File: config.mk
export PLATFORM = sky130hd
export DESIGN_NAME = slot_compander
export DESIGN_NICKNAME = d
export VERILOG_FILES = /design/src/rtl/cmpg_pkg.sv /design/src/rtl/cmpg_cfg_table.sv /design/src/rtl/cmpg_datapath.sv /design/src/rtl/cmpg_frame_store.sv /design/src/rtl/slot_compander.sv
export SDC_FILE = /design/constraint.sdc
export NUM_CORES = 2
export LEC_CHECK = 0
export BUFFER_PORTS_ARGS = -buffer_cell sky130_fd_sc_hd__buf_4
export CORE_ASPECT_RATIO = 2
export CORE_MARGIN = 8
export CORE_UTILIZATION = 35
export CTS_BUF_LIST = sky130_fd_sc_hd__clkbuf_8 sky130_fd_sc_hd__clkbuf_16
export CTS_CLUSTER_DIAMETER = 100
export DETAILED_ROUTE_END_ITERATION = 12
export PLACE_DENSITY_LB_ADDON = 0.1
export SYNTH_ARGS = -nofsm -noshare
export SYNTH_HDL_FRONTEND = slang
export SYNTH_SLANG_ARGS = --single-unit
export TNS_END_PERCENT = 10
File: constraint.sdc
create_clock -name clk -period 20.3 [get_ports clk]
set_clock_uncertainty 0.1 [all_clocks]
set_input_delay 1.015 -clock clk [delete_from_list [all_inputs] [get_ports clk]]
set_output_delay 1.015 -clock clk [all_outputs]
set_load 0.05 [all_outputs]
File: src/rtl/cmpg_pkg.sv
package cmpg_pkg;

   localparam int LIN_W = 14;

   typedef enum logic [2:0] {
      XM_PASS  = 3'd0,
      XM_A2U   = 3'd1,
      XM_U2A   = 3'd2,
      XM_A2L   = 3'd3,
      XM_U2L   = 3'd4,
      XM_L2U   = 3'd5,
      XM_L2A   = 3'd6,
      XM_SPARE = 3'd7
   } xmode_t;

   typedef struct packed {
      xmode_t     mode;
      logic [4:0] gain;
   } slot_cfg_t;

   localparam logic [4:0] UNITY_GAIN = 5'd15;

   // mu-law code to 14-bit linear
   function automatic logic signed [LIN_W-1:0] mu_to_lin(input logic [7:0] code);
      logic [7:0] u;
      int e, m, mag;
      u   = ~code;
      e   = int'(u[6:4]);
      m   = int'(u[3:0]);
      mag = ((2 * m + 33) << e) - 33;
      return u[7] ? 14'(-mag) : 14'(mag);
   endfunction

   // A-law code to 14-bit linear
   function automatic logic signed [LIN_W-1:0] a_to_lin(input logic [7:0] code);
      logic [7:0] u;
      int e, m, mag;
      u   = code ^ 8'h55;
      e   = int'(u[6:4]);
      m   = int'(u[3:0]);
      mag = (e == 0) ? (4 * m + 2) : ((2 * m + 33) << e);
      return u[7] ? 14'(mag) : 14'(-mag);
   endfunction

   function automatic logic [7:0] lin_to_mu(input logic signed [LIN_W-1:0] x);
      int v, mag, b, seg;
      logic neg;
      v   = int'(x);
      neg = (v < 0);
      mag = neg ? -v : v;
      if (mag > 8158) mag = 8158;
      b   = mag + 33;
      seg = 0;
      for (int s = 1; s < 8; s++)
         if (b >= (32 << s)) seg = s;
      return ~{neg, 3'(seg), 4'(b >> (seg + 1))};
   endfunction

   function automatic logic [7:0] lin_to_a(input logic signed [LIN_W-1:0] x);
      int v, mag, seg, man;
      logic neg;
      v   = int'(x);
      neg = (v < 0);
      mag = (neg ? -v : v) >> 1;
      if (mag > 4095) mag = 4095;
      seg = 0;
      man = mag >> 1;
      if (mag >= 32) begin
         for (int s = 1; s < 8; s++)
            if (mag >= (16 << s)) seg = s;
         man = mag >> seg;
      end
      return {~neg, 3'(seg), 4'(man)} ^ 8'h55;
   endfunction

   // multiplier with 14 fraction bits for (g-15) dB
   function automatic logic [16:0] gain_q14(input logic [4:0] g);
      case (g)
         5'd0:  return 17'd2914;   5'd1:  return 17'd3269;
         5'd2:  return 17'd3668;   5'd3:  return 17'd4115;
         5'd4:  return 17'd4618;   5'd5:  return 17'd5181;
         5'd6:  return 17'd5813;   5'd7:  return 17'd6523;
         5'd8:  return 17'd7318;   5'd9:  return 17'd8211;
         5'd10: return 17'd9213;   5'd11: return 17'd10338;
         5'd12: return 17'd11599;  5'd13: return 17'd13014;
         5'd14: return 17'd14602;  5'd15: return 17'd16384;
         5'd16: return 17'd18383;  5'd17: return 17'd20626;
         5'd18: return 17'd23143;  5'd19: return 17'd25967;
         5'd20: return 17'd29135;  5'd21: return 17'd32690;
         5'd22: return 17'd36679;  5'd23: return 17'd41155;
         5'd24: return 17'd46176;  5'd25: return 17'd51811;
         5'd26: return 17'd58133;  5'd27: return 17'd65226;
         5'd28: return 17'd73185;  5'd29: return 17'd82115;
         5'd30: return 17'd92134;  default: return 17'd103376;
      endcase
   endfunction

endpackage

File: src/rtl/cmpg_cfg_table.sv
module cmpg_cfg_table
   import cmpg_pkg::*;
#(
   parameter int SLOTS  = 64,
   parameter int SLOT_W = $clog2(SLOTS)
) (
   input  logic              clk,
   input  logic              rst_n,
   input  logic              wr_en,
   input  logic [SLOT_W-1:0] wr_slot,
   input  slot_cfg_t         wr_entry,
   input  logic [SLOT_W-1:0] rd_slot,
   output slot_cfg_t         rd_entry
);

   slot_cfg_t tbl [SLOTS];

   for (genvar i = 0; i < SLOTS; i++) begin : g_entry
      always_ff @(posedge clk) begin
         if (!rst_n)
            tbl[i] <= '{mode: XM_PASS, gain: UNITY_GAIN};
         else if (wr_en && (wr_slot == SLOT_W'(i)))
            tbl[i] <= wr_entry;
      end
   end

   assign rd_entry = tbl[rd_slot];

   AST_CFG_WRITE: assert property (@(posedge clk) disable iff (!rst_n)
      wr_en |=> tbl[$past(wr_slot)] == $past(wr_entry));

endmodule

File: src/rtl/cmpg_datapath.sv
module cmpg_datapath
   import cmpg_pkg::*;
#(
   parameter int DATA_W = 16
) (
   input  slot_cfg_t         cfg,
   input  logic [DATA_W-1:0] din,
   output logic              direct,
   output logic [DATA_W-1:0] dout
);

   localparam int LOW_PAD = DATA_W - LIN_W;

   logic signed [LIN_W-1:0] lin_src;
   logic signed [LIN_W-1:0] gained;
   int                      prod;
   int                      scaled;

   assign direct = ((cfg.mode == XM_PASS) || (cfg.mode == XM_SPARE)) &&
                   (cfg.gain == UNITY_GAIN);

   // expansion stage
   always_comb begin
      case (cfg.mode)
         XM_A2U, XM_A2L: lin_src = a_to_lin(din[7:0]);
         XM_U2A, XM_U2L: lin_src = mu_to_lin(din[7:0]);
         default:        lin_src = din[DATA_W-1 -: LIN_W];
      endcase
   end

   // gain stage with saturation
   always_comb begin
      prod   = int'(lin_src) * int'(gain_q14(cfg.gain));
      scaled = prod >>> 14;
      if (scaled > 8191)       gained = 14'sd8191;
      else if (scaled < -8192) gained = -14'sd8192;
      else                     gained = 14'(scaled);
   end

   // compression stage
   always_comb begin
      case (cfg.mode)
         XM_A2U, XM_L2U: dout = {(DATA_W-8)'(0), lin_to_mu(gained)};
         XM_U2A, XM_L2A: dout = {(DATA_W-8)'(0), lin_to_a(gained)};
         default:        dout = {gained, LOW_PAD'(0)};
      endcase
   end

   always_comb begin
      AST_UNITY_GAIN: assert (cfg.gain != UNITY_GAIN || gained == lin_src);
   end

endmodule

File: src/rtl/cmpg_frame_store.sv
module cmpg_frame_store #(
   parameter int SLOTS          = 64,
   parameter int DATA_W         = 16,
   parameter bit CLEAR_ON_RESET = 1'b1,
   parameter int SLOT_W         = $clog2(SLOTS)
) (
   input  logic              clk,
   input  logic              rst_n,
   input  logic              in_valid,
   input  logic [SLOT_W-1:0] in_slot,
   input  logic              direct,
   input  logic [DATA_W-1:0] direct_data,
   input  logic [DATA_W-1:0] conv_data,
   output logic              out_valid,
   output logic [SLOT_W-1:0] out_slot,
   output logic [DATA_W-1:0] out_data
);

   logic [DATA_W-1:0] mem [SLOTS];
   logic              park;

   assign park = in_valid && !direct;

   if (CLEAR_ON_RESET) begin : g_clear
      always_ff @(posedge clk) begin
         if (!rst_n) begin
            for (int i = 0; i < SLOTS; i++) mem[i] <= '0;
         end else if (park) begin
            mem[in_slot] <= conv_data;
         end
      end
   end else begin : g_noclear
      always_ff @(posedge clk) begin
         if (park) mem[in_slot] <= conv_data;
      end
   end

   always_ff @(posedge clk) begin
      if (!rst_n) begin
         out_valid <= 1'b0;
         out_slot  <= '0;
         out_data  <= '0;
      end else begin
         out_valid <= in_valid;
         if (in_valid) begin
            out_slot <= in_slot;
            out_data <= direct ? direct_data : mem[in_slot];
         end
      end
   end

   AST_RESULT_NEXT: assert property (@(posedge clk) disable iff (!rst_n)
      in_valid |=> out_valid && (out_slot == $past(in_slot)));
   AST_IDLE_NEXT: assert property (@(posedge clk) disable iff (!rst_n)
      !in_valid |=> !out_valid);
   AST_DIRECT_PASS: assert property (@(posedge clk) disable iff (!rst_n)
      (in_valid && direct) |=> out_data == $past(direct_data));

endmodule

File: src/rtl/slot_compander.sv
module slot_compander
   import cmpg_pkg::*;
#(
   parameter int SLOTS          = 64,
   parameter int DATA_W         = 16,
   parameter bit CLEAR_ON_RESET = 1'b1,
   parameter int SLOT_W         = $clog2(SLOTS)
) (
   input  logic              clk,
   input  logic              rst_n,
   input  logic              in_valid,
   input  logic [SLOT_W-1:0] in_slot,
   input  logic [DATA_W-1:0] in_data,
   input  logic              cfg_we,
   input  logic [SLOT_W-1:0] cfg_slot,
   input  logic [2:0]        cfg_mode,
   input  logic [4:0]        cfg_gain,
   output logic              out_valid,
   output logic [SLOT_W-1:0] out_slot,
   output logic [DATA_W-1:0] out_data
);

   if (SLOTS < 2) begin : g_bad_slots
      $error("slot_compander: SLOTS must be at least 2");
   end
   if (DATA_W != 16) begin : g_bad_width
      $error("slot_compander: DATA_W must be 16");
   end

   slot_cfg_t         wr_entry;
   slot_cfg_t         cur_cfg;
   logic              direct;
   logic [DATA_W-1:0] conv_data;

   assign wr_entry = '{mode: xmode_t'(cfg_mode), gain: cfg_gain};

   cmpg_cfg_table #(.SLOTS(SLOTS), .SLOT_W(SLOT_W)) u_cfg (
      .clk      (clk),
      .rst_n    (rst_n),
      .wr_en    (cfg_we),
      .wr_slot  (cfg_slot),
      .wr_entry (wr_entry),
      .rd_slot  (in_slot),
      .rd_entry (cur_cfg)
   );

   cmpg_datapath #(.DATA_W(DATA_W)) u_dp (
      .cfg    (cur_cfg),
      .din    (in_data),
      .direct (direct),
      .dout   (conv_data)
   );

   cmpg_frame_store #(
      .SLOTS(SLOTS), .DATA_W(DATA_W),
      .CLEAR_ON_RESET(CLEAR_ON_RESET), .SLOT_W(SLOT_W)
   ) u_store (
      .clk         (clk),
      .rst_n       (rst_n),
      .in_valid    (in_valid),
      .in_slot     (in_slot),
      .direct      (direct),
      .direct_data (in_data),
      .conv_data   (conv_data),
      .out_valid   (out_valid),
      .out_slot    (out_slot),
      .out_data    (out_data)
   );

endmodule

### Yosys cells after proc, flatten, opt, wreduce, memory -nomap -nowiden

Memories as Yosys holds them, arrays and structs flattened.
Cells that the tools add are included.

| cells by class | value |
|---|---|
| muxes and demuxes | 296 |
| shift-type cells | 4 |
| $lt $le $gt $ge | 19 |
| multiply operators | 1 |
| bitwise gates (word level) | 69 |
| reductions and logical operators | 76 |
| add/sub/neg operators | 9 |
| equal/unequal tests | 71 |

Operators by type and width:

| operator | count |
|---|---|
| $mux 8 | 64 |
| $mux 32 | 7 |
| $mux 1 | 198 |
| $eq 6x6->1 const B | 32 |
| $eq 6x5->1 const B | 16 |
| $mux 14 | 5 |
| $logic_and 1x1->1 | 66 |
| $ge 32x10->1 const B | 2 |
| $ge 32x11->1 const B | 2 |
| $ge 32x12->1 const B | 2 |
| $ge 32x13->1 const B | 2 |
| $ge 32x8->1 const B | 2 |
| $ge 32x9->1 const B | 2 |
| $or 1x1->1 | 64 |
| $shl 32x3->14 | 2 |
| $shr 32x32->4 | 2 |
| $eq 6x4->1 const B | 8 |
| $add 32x2->32 const B | 1 |
| $add 32x7->32 const B | 1 |
| $ge 32x14->1 const B | 1 |
| $ge 32x7->1 const B | 1 |
| $gt 32x14->1 const B | 1 |
| $mul 14x18->32 | 1 |
| $mux 16 | 2 |
| 32 further kinds | 61 |

| word-level totals | value |
|---|---|
| output and inout bits | 23 |
| bits in read-only memories | 544 |
| input port bits | 40 |
| bits in registers | 23 |
| logic and storage cells | 551 |
| RAM bits | 1536 |
| memories | 3 |

Memories:

| name | words | bits a word | rd ports | clocked after memory_dff | wr ports | RTL line | source |
|---|---|---|---|---|---|---|---|
| u_store.mem | 64 | 16 | 1 | 0 | 64 | cmpg_frame_store.sv:19 | `logic [DATA_W-1:0] mem [SLOTS];` |
| (name not given) | 32 | 17 | 1 | 0 | 0 | cmpg_pkg.sv:78 | `case (g)` |
| u_cfg.tbl | 64 | 8 | 1 | 0 | 64 | cmpg_cfg_table.sv:16 | `slot_cfg_t tbl [SLOTS];` |

### Longest topological paths before layout

| depth | value |
|---|---|
| depth in word-level cells | 31 |
| gate-level depth with buffers | 80 |
| mapped depth without buffers | 63 |

### Hierarchy

A second synthesis with hierarchy kept.

| unflattened totals | value |
|---|---|
| cell total of the unflattened synthesis | 6895 |
| area total of the unflattened synthesis | 85510.8 um^2 |

By module, submodules not included:

| module | seq. area each (um^2) | instances | area an instance (um^2) | cells each |
|---|---|---|---|---|
| cmpg_frame_store | 31209.9 | 1 | 47944.7 | 3449 |
| cmpg_cfg_table | 15374.7 | 1 | 23854.1 | 1632 |
| cmpg_datapath | 0.0 | 1 | 13711.9 | 1814 |

### Worst setup path before layout

No wires, ideal clock.

| timing path | value |
|---|---|
| path type | input -> register |
| start point | input in_slot[2] |
| end point | memory u_store.mem[11][2], data pin |
| setup time | 0.142 ns |
| slack | 0.536 ns |
| arrival | 19.522 ns |
| required time | 20.058 ns |
| path buffers | 14 |
| cell stages on the path | 74 |
| path through | buf_2 > buf_4 > buf_6 > buf_4 > buf_2 > buf_4 > buf_1 > clkbuf_1 > clkbuf_1 > mux2_2 > a221oi_1 > nor2_1 > a221oi_1 > nor2_1 > nor4_1 > inv_1 > ha_1 > or2_2 > [38 not listed] > inv_1 > ha_1 > clkbuf_1 > o21a_1 > a41oi_1 > a222oi_1 > o21ai_1 > a311oi_4 > inv_1 > ha_1 > inv_1 > nand2_1 > o211ai_2 > mux4_2 > a2111oi_2 > a211oi_4 > buf_2 > nor2_1 |

RTL lines:

| what | RTL line | source |
|---|---|---|
| from (decl) | slot_compander.sv:12 | `input logic [SLOT_W-1:0] in_slot,` |
| to (decl) | cmpg_frame_store.sv:19 |  |

==> impl_metrics.tcl <==
set metrics [dict create \
    crit_type "primary input to register" \
    clk_path_buf_depth 4 \
    cts.clk_slew.worst_paths_ns 0.07 \
    wl_per_cell_um 35.38 \
    slew_viol_final 0 \
    die_w_um 358.7 \
    setup_viol 0 \
    crit_slowest_cell "o31ai_1" \
    synth.net_count 7619 \
    worst_setup_path_end_kind "register" \
    fillCellCount 22670 \
    crit_required_ns 20.88 \
    startpoint_type "primary input" \
    synth-seq-cells 1559 \
    syn_inst 7268 \
    slew_headroom 0.009622 \
    root_buffer "clkbuf_16" \
    hold_depth 2 \
    insertion_delay_ns 0.83 \
    synth_edf_count 1536 \
    crit_top_cell "inv_1" \
    cts_num_sinks 1559 \
    synth_seq_area_share 0.5668 \
    synthArstFlopShare 0 \
    h-tree-depth 4 \
    r2r_start "u_cfg.tbl[30][6]" \
    track_usage 0.2843 \
    dr.first_iter.drc_count 6181 \
    hold_buffers 0 \
    io_pins 63 \
    grt_max_degree 81 \
    reg2reg_setup_slack_ns 1.60 \
    regArea_um2 46580 \
    synth_ff_type "edfxtp_1" \
    cpPeakStageDelay_ns 0.92 \
    worst_slew_pin_slew_ns 1.470 \
    rsz0062_at_grt "false" \
    drt_wl_total_um 367400 \
    nNetsFinal 7592 \
    synth_area_um2 82190 \
    firstDrtPassIters 8 \
    r2r_cells 62 \
    grt_pass1_vias 62860 \
    finalHoldViolCount 0 \
    max_cap_violations 2 \
    fp-row-count 251 \
    antenna_found_initial 13 \
    post-cts-setup-buffer-count 0 \
    setup-tns-final_ns 0 \
    dpl.hpwl_um 260200 \
    failed_checks "capacitance limit" \
    ys_types 112 \
    ant_nets 0 \
    r2r_end "u_store.mem[62][2]" \
    min_to "u_store.out_data[13]" \
    hp-class "register to register" \
    initial_utilization 0.3518 \
    area_delta_synth_final_pct 12.00 \
    dieArea_um2 251500 \
    hold_start "u_store.out_data[13]" \
    final_util 0.3940 \
    layout_min_cycle_time_ns 19.46 \
    port_buffers 62 \
    multi_input_area_um2 32240 \
    worstPathArrival_ns 20.03 \
    drive_above_1_share 0.1205 \
    vias_per_cell 5.935 \
    grt_overflow 0 \
    crit_fanout 64 \
    numCtsBuffers 152 \
    core_area_um2 233700 \
    post-route-drc-count 0 \
    hold_ws_ns 0.3942 \
    fin_crit_sh 0.9584 \
    die_h_um 701.3 \
    gp_congestion 0.9438 \
    yosysWarningCount 0 \
    status "finished, violations left" \
    cts_tree "built" \
    grt_pass1_wl_um 503600 \
    max_freq_mhz 51.40 \
    synth.avg_cell_area_um2 11.31 \
    num_vias 61640 \
]
[placed cells by master (no fill, tap or decap), types with 30 or more instances in the layout]
cell type / instances
or3_1: 278
a22o_1: 75
nand2_1: 439
nand2b_1: 38
xnor2_1: 30
a221oi_1: 134
edfxtp_1: 1536
nand4_1: 52
a211oi_1: 31
o22ai_1: 60
mux4_2: 34
mux2i_1: 188
fa_1: 177
and2_1: 314
o21ai_0: 164
nor3_1: 51
nor2b_1: 59
a22oi_1: 261
nand3_1: 81
inv_1: 301
mux2_2: 70
ha_1: 134
a21o_1: 37
a21oi_1: 218
nor2_1: 1309
clkbuf_16: 157
a31oi_1: 60
buf_4: 434
[worst max path at each step]
stage | cells after the start | start | endpoint | slack, ns
6_report | 64 | in_slot[2] | u_store.mem[62][2] | 0.84
4_1_cts | 67 | in_slot[2] | u_store.mem[9][2] | 1.04
2_1_floorplan | 74 | in_slot[2] | u_store.mem[11][2] | 0.54
3_3_place_gp | 66 | in_slot[2] | u_store.mem[56][2] | 0.45
3_5_place_dp | 67 | in_slot[2] | u_store.mem[9][2] | 0.19
5_1_grt | 65 | in_slot[2] | u_store.mem[47][2] | 0.007
[sequential cells by signal (all words and copies together), names as in the netlist]
signal             count
u_store.out_data      16
u_store.out_slot       6
u_cfg.tbl            512
u_store.mem         1024
u_store.out_valid      1
[cells by family after synthesis]
group | count (synthesis) | synth area share
and+or+nand+nor | 2787 | 0.1585
DFF | 1559 | 0.5668
AOI/OAI and AO/OA | 1361 | 0.1195
buffers and inverters | 910 | 0.04463
adders and majority gates | 311 | 0.06351
muxes | 296 | 0.04238
xor gates and xnor gates | 44 | 0.004689
[worst max-delay path, delay by kind of cell]
kind,cells,cell delay (ns)
compound gates,22,6.46
fa+ha+maj,11,4.67
simple gates,13,3.80
buf+inv,15,2.81
mux,3,1.05
[routing by layer]
| metal | track usage | vias up | share of wire |
|---|---|---|---|
| li1 | - | 26320 | - |
| met1 | 0.2743 | 31660 | 0.32 |
| met2 | 0.5298 | 2674 | 0.53 |
| met3 | 0.03043 | 982 | 0.046 |
| met4 | 0.2467 | 2 | 0.11 |
| met5 | 0 | - | 0.000046 |
[stage by stage]
stage          instances  setup WS, ns  instance area [um2]
2_1_floorplan       7268        0.5358                82190
3_3_place_gp       10120        0.4489                87290
3_5_place_dp       10120        0.1935                87290
4_1_cts            10380         1.041                92030
5_1_grt            10380      0.006690                92040
6_report           10390        0.8440                92050
[synth_stat cells (70+ instances only)]
| cell type | count | share of area |
|---|---|---|
| nand3_1 | 81 | 0.0049 |
| a21oi_1 | 220 | 0.013 |
| or3_1 | 278 | 0.021 |
| edfxtp_1 | 1536 | 0.56 |
| clkbuf_1 | 461 | 0.021 |
| nor2_1 | 1319 | 0.060 |
| inv_1 | 268 | 0.012 |
| ha_1 | 134 | 0.020 |
| a221oi_1 | 135 | 0.014 |
| and2_1 | 314 | 0.024 |
| buf_1 | 93 | 0.0042 |
| mux2_2 | 70 | 0.0096 |
| nand2_1 | 442 | 0.020 |
| a22o_1 | 75 | 0.0080 |
| mux2i_1 | 188 | 0.023 |
| o21ai_0 | 178 | 0.011 |
| a22oi_1 | 261 | 0.024 |
| fa_1 | 177 | 0.043 |
[cell type report]
type,instances,area share
multi-input cells,4799,0.3502
clock buffers,157,0.04268
clock inverters,99,0.008740
repair buffers,456,0.03974
diodes,6,0.0001631
inverters,273,0.01113
well taps,3036,0.04127
flip-flops and latches,1559,0.5061
[what timing repair did]
| action | CTS | global route |
|---|---|---|
| gates resized for setup | 0 | 1 |
| hold endpoints to repair | 0 | 0 |
| setup endpoints to repair | 0 | 190 |
Power is left out: the tool's default activity adds up to more than one toggle a clock period on the data nets, which glitch-free logic cannot reach.
